`config.mk`:
```
export PLATFORM = sky130hd
export DESIGN_NAME = eprom_rd_ctrl
export DESIGN_NICKNAME = d
export VERILOG_FILES = /design/src/rtl/eprom_rd_pkg.sv /design/src/rtl/eprom_ce_decode.sv /design/src/rtl/eprom_rd_seq.sv /design/src/rtl/eprom_rd_ctrl.sv
export SDC_FILE = /design/constraint.sdc
export NUM_CORES = 1
export LEC_CHECK = 0
export BUFFER_PORTS_ARGS = -buffer_cell sky130_fd_sc_hd__buf_2
export CAP_MARGIN = 20
export CELL_PAD_IN_SITES_DETAIL_PLACEMENT = 0
export CELL_PAD_IN_SITES_GLOBAL_PLACEMENT = 1
export CORE_ASPECT_RATIO = 2
export CORE_MARGIN = 10
export CORE_UTILIZATION = 38
export CTS_BUF_LIST = sky130_fd_sc_hd__clkbuf_16
export DETAILED_ROUTE_END_ITERATION = 8
export PLACE_DENSITY_LB_ADDON = 0.1
export SLEW_MARGIN = 0
export SYNTH_ARGS = -nofsm -noshare
export SYNTH_HDL_FRONTEND = slang
export SYNTH_SLANG_ARGS = --single-unit
```
`constraint.sdc`:
```
create_clock -name clk_i -period 1.7 [get_ports clk_i]
set_input_delay 0.085 -clock clk_i [delete_from_list [all_inputs] [get_ports clk_i]]
set_output_delay 0.085 -clock clk_i [all_outputs]
set_load 0.01 [all_outputs]
```
`src/rtl/eprom_rd_pkg.sv`:
```
package eprom_rd_pkg;

  typedef enum logic [1:0] {
    ST_IDLE   = 2'd0,
    ST_ACCESS = 2'd1,
    ST_FLOAT  = 2'd2
  } rd_state_e;

  // ceil(ns / period), never below one cycle
  function automatic int unsigned ns_to_cyc(input int unsigned ns, input int unsigned per);
    int unsigned c;
    c = (ns + per - 1) / per;
    return (c == 0) ? 1 : c;
  endfunction

  function automatic int unsigned max2(input int unsigned a, input int unsigned b);
    return (a > b) ? a : b;
  endfunction

endpackage

```
`src/rtl/eprom_ce_decode.sv`:
```
module eprom_ce_decode #(
  parameter int unsigned NUM_DEV = 4,
  parameter int unsigned SEL_W   = 2
) (
  input  logic [SEL_W-1:0]   sel_i,
  input  logic               en_i,
  output logic [NUM_DEV-1:0] ce_no
);

  for (genvar i = 0; i < NUM_DEV; i++) begin : g_ce
    assign ce_no[i] = !(en_i && (sel_i == SEL_W'(i)));
  end

endmodule

```
`src/rtl/eprom_rd_seq.sv`:
```
module eprom_rd_seq
  import eprom_rd_pkg::*;
#(
  parameter int unsigned SLACK_CYC = 5,
  parameter int unsigned TOTAL_CYC = 10,
  parameter int unsigned FLOAT_CYC = 4
) (
  input  logic clk_i,
  input  logic rst_ni,
  input  logic start_i,
  output logic busy_o,
  output logic ce_act_o,
  output logic oe_no,
  output logic sample_o
);

  localparam int unsigned MAX_CYC = max2(TOTAL_CYC, FLOAT_CYC);
  localparam int unsigned CNT_W   = $clog2(MAX_CYC + 1);

  rd_state_e        state_q;
  logic [CNT_W-1:0] tick_q;
  logic             float_done;

  assign busy_o     = (state_q != ST_IDLE);
  assign sample_o   = (state_q == ST_ACCESS) && (tick_q == CNT_W'(TOTAL_CYC - 1));
  assign float_done = (state_q == ST_FLOAT) && (tick_q == CNT_W'(FLOAT_CYC - 1));

  always_ff @(posedge clk_i or negedge rst_ni) begin
    if (!rst_ni) begin
      state_q  <= ST_IDLE;
      tick_q   <= '0;
      ce_act_o <= 1'b0;
      oe_no    <= 1'b1;
    end else begin
      unique case (state_q)
        ST_IDLE: begin
          if (start_i) begin
            state_q  <= ST_ACCESS;
            tick_q   <= '0;
            ce_act_o <= 1'b1;
            oe_no    <= (SLACK_CYC != 0);
          end
        end
        ST_ACCESS: begin
          tick_q <= tick_q + 1'b1;
          if (sample_o) begin
            state_q  <= ST_FLOAT;
            tick_q   <= '0;
            ce_act_o <= 1'b0;
            oe_no    <= 1'b1;
          end else if (tick_q + 1'b1 == CNT_W'(SLACK_CYC)) begin
            oe_no <= 1'b0;
          end
        end
        ST_FLOAT: begin
          tick_q <= tick_q + 1'b1;
          if (float_done) begin
            state_q <= ST_IDLE;
            tick_q  <= '0;
          end
        end
        default: state_q <= ST_IDLE;
      endcase
    end
  end

  AST_OE_NEEDS_CE: assert property (@(posedge clk_i) disable iff (!rst_ni)
    !oe_no |-> ce_act_o);
  AST_NO_START_BUSY: assert property (@(posedge clk_i) disable iff (!rst_ni)
    (state_q == ST_FLOAT) |=> !ce_act_o);
  AST_CE_RELEASE_AT_SAMPLE: assert property (@(posedge clk_i) disable iff (!rst_ni)
    sample_o |=> (!ce_act_o && oe_no));

endmodule

```
`src/rtl/eprom_rd_ctrl.sv`:
```
module eprom_rd_ctrl
  import eprom_rd_pkg::*;
#(
  parameter int unsigned NUM_DEV       = 4,
  parameter int unsigned DEV_AW        = 17,
  parameter int unsigned DW            = 8,
  parameter int unsigned CLK_PERIOD_NS = 10,
  parameter int unsigned T_ACC_NS      = 100,
  parameter int unsigned T_CE_NS       = 100,
  parameter int unsigned T_OE_NS       = 50,
  parameter int unsigned T_DF_NS       = 40,
  localparam int unsigned SEL_W        = (NUM_DEV > 1) ? $clog2(NUM_DEV) : 1,
  localparam int unsigned AW           = DEV_AW + SEL_W
) (
  input  logic               clk_i,
  input  logic               rst_ni,
  input  logic               req_i,
  input  logic [AW-1:0]      addr_i,
  output logic               busy_o,
  output logic [DW-1:0]      rdata_o,
  output logic               rvalid_o,
  output logic [DEV_AW-1:0]  mem_addr_o,
  output logic [NUM_DEV-1:0] mem_ce_no,
  output logic               mem_oe_no,
  input  logic [DW-1:0]      mem_data_i
);

  localparam int unsigned ACC_CYC   = ns_to_cyc(T_ACC_NS, CLK_PERIOD_NS);
  localparam int unsigned CE_CYC    = ns_to_cyc(T_CE_NS, CLK_PERIOD_NS);
  localparam int unsigned OE_CYC    = ns_to_cyc(T_OE_NS, CLK_PERIOD_NS);
  localparam int unsigned DF_CYC    = ns_to_cyc(T_DF_NS, CLK_PERIOD_NS);
  localparam int unsigned SLACK_CYC = (ACC_CYC > OE_CYC) ? (ACC_CYC - OE_CYC) : 0;
  localparam int unsigned TOTAL_CYC = max2(max2(ACC_CYC, CE_CYC), SLACK_CYC + OE_CYC);

  logic              start;
  logic              ce_act;
  logic              sample;
  logic [SEL_W-1:0]  sel_q;
  logic [DEV_AW-1:0] addr_q;
  logic [DW-1:0]     rdata_q;
  logic              rvalid_q;

  assign start = req_i && !busy_o;

  always_ff @(posedge clk_i or negedge rst_ni) begin
    if (!rst_ni) begin
      sel_q  <= '0;
      addr_q <= '0;
    end else if (start) begin
      sel_q  <= addr_i[DEV_AW +: SEL_W];
      addr_q <= addr_i[DEV_AW-1:0];
    end
  end

  always_ff @(posedge clk_i or negedge rst_ni) begin
    if (!rst_ni) begin
      rdata_q  <= '0;
      rvalid_q <= 1'b0;
    end else begin
      rvalid_q <= sample;
      if (sample) rdata_q <= mem_data_i;
    end
  end

  eprom_rd_seq #(
    .SLACK_CYC(SLACK_CYC),
    .TOTAL_CYC(TOTAL_CYC),
    .FLOAT_CYC(DF_CYC)
  ) i_seq (
    .clk_i   (clk_i),
    .rst_ni  (rst_ni),
    .start_i (start),
    .busy_o  (busy_o),
    .ce_act_o(ce_act),
    .oe_no   (mem_oe_no),
    .sample_o(sample)
  );

  eprom_ce_decode #(
    .NUM_DEV(NUM_DEV),
    .SEL_W  (SEL_W)
  ) i_dec (
    .sel_i(sel_q),
    .en_i (ce_act),
    .ce_no(mem_ce_no)
  );

  assign mem_addr_o = addr_q;
  assign rdata_o    = rdata_q;
  assign rvalid_o   = rvalid_q;

  AST_ONE_CE: assert property (@(posedge clk_i) disable iff (!rst_ni)
    $countones(~mem_ce_no) <= 1);
  AST_IDLE_NO_CE: assert property (@(posedge clk_i) disable iff (!rst_ni)
    !busy_o |-> (&mem_ce_no && mem_oe_no && !rvalid_o));
  AST_RVALID_PULSE: assert property (@(posedge clk_i) disable iff (!rst_ni)
    rvalid_o |=> !rvalid_o);
  AST_RELEASED_ON_VALID: assert property (@(posedge clk_i) disable iff (!rst_ni)
    rvalid_o |-> (&mem_ce_no && mem_oe_no));
  AST_RDATA_HOLD: assert property (@(posedge clk_i) disable iff (!rst_ni)
    !rvalid_o |-> $stable(rdata_o));

endmodule

```
==> results_dict.tcl <==
set metrics [dict create \
    synthXorXnorAreaFrac_pct 1.07 \
    ys_warn_count 0 \
    vias 1188 \
    setup_viol 0 \
    seq_area_frac_synth_pct 54.9 \
    grtUsageMet2_pct 18.6 \
    synth_top_family_by_area "multiplexers" \
    fmax_mhz 617 \
    antenna_found_initial 0 \
    synthCells 121 \
    postCtsSetupBuffers 0 \
    critPathBufInv 2 \
    start_util_pct 39.8 \
    grt-ovfl-total 0 \
    dpl.hpwl_um 3020 \
    yosys-mux-area-fraction_pct 20.3 \
    cts_max_level 2 \
    worstPathRequired_ns 1.86 \
    placed_cells 236 \
    setup.worst_path.end_class "register" \
    cp.arrival_ns 1.78 \
    clkLatencyLatePin_ns 0.27 \
    skew_ns 0.00243 \
    use_met3_pct 4.25 \
    synth_fa_ha_area_share_pct 5.33 \
    synthToLayoutAreaGrowth_pct 34.0 \
    relSlewSlack_pct 45.2 \
    synth-compound-area-share_pct 5.10 \
    drive_gt1_share_pct 55.4 \
    worst_pin_slew_ns 0.822 \
    status "complete, no violations" \
    synth_area_um2 1640 \
    placed_area_um2 2030 \
    core_um2 4130 \
    drt_wl_total_um 3860 \
    final_nets 229 \
    clk_pin_slew_ns 0.05 \
    die-area_um2 7520 \
    portBuffers 61 \
    power.total_w 0.00340 \
    cts-buffers-inserted 5 \
    cp_common_cell "inv_1" \
    power_density_nw_per_um2 1540 \
    dr.pass1.iters 4 \
    syn_nets 158 \
    busiest_layer "met2" \
    hold_viol_final 0 \
    cp-start-kind "register" \
    cts_sinks 36 \
    instances_no_fill 245 \
    grtUsageMet1_pct 10.3 \
    r2r_slack_ns 0.08 \
    grt.total_usage_pct 10.6 \
    crit_type "register to register" \
    min_period_over_period_pct 95.4 \
    tritoncts "done" \
    ys_seq_elements 36 \
    slew_violations 0 \
    async_reset_ff_share_pct 100 \
    drc_errors 0 \
    ios 62 \
    routed_via_density 4.85 \
    drt_iter0_drc 37 \
    critical_path.top_delay_family "flip-flops" \
    diodes 0 \
    rows 33 \
    slowest_stage "dfrtp_1" \
    holdWs_ns 0.0381 \
    design_area_um2 2200 \
    die_w_um 66.5 \
    wl_per_cell_um 15.7 \
    ant_nets 0 \
    maxCapViolations 0 \
    crit_path_max_fanout 9 \
    grt_pass1_wl_um 6250 \
    p_leak_nw 1.13 \
    crit_chain "inv_1, ha_2, inv_1, or2_4, mux2_4" \
    syn_area_per_cell_um2 13.6 \
    finish.utilization_pct 53.4 \
    synthFlopType "dfrtp_1" \
    clock_path_buffers 2 \
    place_congestion 0.771 \
    cts-root-buf "clkbuf_16" \
    grt_max_degree 37 \
    grt_pass1_vias 1269 \
    cpPeakStageDelay_ns 0.42 \
    peakVddDrop_v 0.000643 \
    min_period_ns 1.62 \
    min_path_type "input port to register" \
    yosys.area_share.simple_pct 10.2 \
    die_height_um 113 \
    synth_edf_count 0 \
    yosysUniqueCellTypes 30 \
]
==> cells in the mapped netlist (all sizes together) (2+ instances only) <==
cell type  count  share of area (%)
o21ai          5                1.5
o22ai          2               0.76
nand3          3               0.91
buf            3                1.3
mux2          27                 20
dfrtp         35                 53
nand4          4                1.5
nor2b          2               0.76
ha             7                5.3
inv            8                1.8
xor2           2                1.1
nand3b         4                2.6
nand2          3               0.68
nor2           3               0.68
==> worst paths after layout <==
path | cells after the start | end | from
max reg2reg | 5 | rdata_o[6] | i_seq.state_q[1]
min in group asynchronous | 2 | mem_addr_o[15] | rst_ni
min reg2reg | 1 | mem_addr_o[7] | mem_addr_o[7]
max | 5 | rdata_o[6] | i_seq.state_q[1]
max in group asynchronous | 2 | rdata_o[3] | rst_ni
min | 2 | mem_addr_o[8] | addr_i[8]
==> flip-flops by register name, indices dropped and copies added, names as in the netlist <==
register	cells
i_seq.state_q	2
rdata_o	8
mem_addr_o	17
i_seq.tick_q	4
i_seq.oe_no	1
sel_q	2
rvalid_o	1
i_seq.ce_act_o	1
==> power by group <==
group	switching (W)	internal, W	leakage [nW]
clock network	0.000318	0.000526	0.0738
registers	0.000156	0.00114	0.433
logic	0.000622	0.000630	0.625
==> metrics by stage <==
stage                       TNS, ns  worst slack, ns
after CTS                         0          0.00979
after floorplan                   0            0.172
after global placement      -0.0510          -0.0361
final                             0           0.0787
after global routing      -0.000748        -0.000748
after detailed placement     -0.459          -0.0529
==> cell type report <==
class	instances	area, um2
Clock inverter	3	11.3
Clock buffer	5	125
Tap cell	52	65.1
Timing Repair Buffer	67	353
Sequential cell	36	902
Fill cell	377	1930
Multi-Input combinational cell	74	717
Inverter	8	30.0
==> metal layers <==
metal	wire (um)	vias up
met5	0	-
met4	70	0
met3	337	8
met2	2040	39
met1	1410	575
li1	-	566
==> logic make-up after synthesis <==
group,Yosys count
flops,36
mux,27
xor+xnor,2
simple gates,25
buf+inv,11
fa+ha+maj,7
compound gates,13
==> repair_timing <==
item | in CTS | in global routing
gates resized for setup | 4 | 6
hold endpoints to repair | 35 | 0
endpoints found under the setup margin | 10 | 16
hold buffers | 1 | 0
==> placed cells by master, fill, tap and decap left out, types with 2 or more instances in the layout <==
cell	netlist	routed
dfrtp_1	35	35
o22ai_1	2	2
mux2_2	19	19
inv_1	8	10
clkbuf_16	0	5
nand2_1	3	3
o21ai_0	5	4
ha_1	7	5
buf_4	0	5
nand3b_1	3	3
nand4_1	4	4
ha_2	0	2
mux2_4	8	8
xor2_1	2	2
buf_2	2	61
nor2_1	3	3
nand3_1	3	3
(Power assumes the default switching activity.)
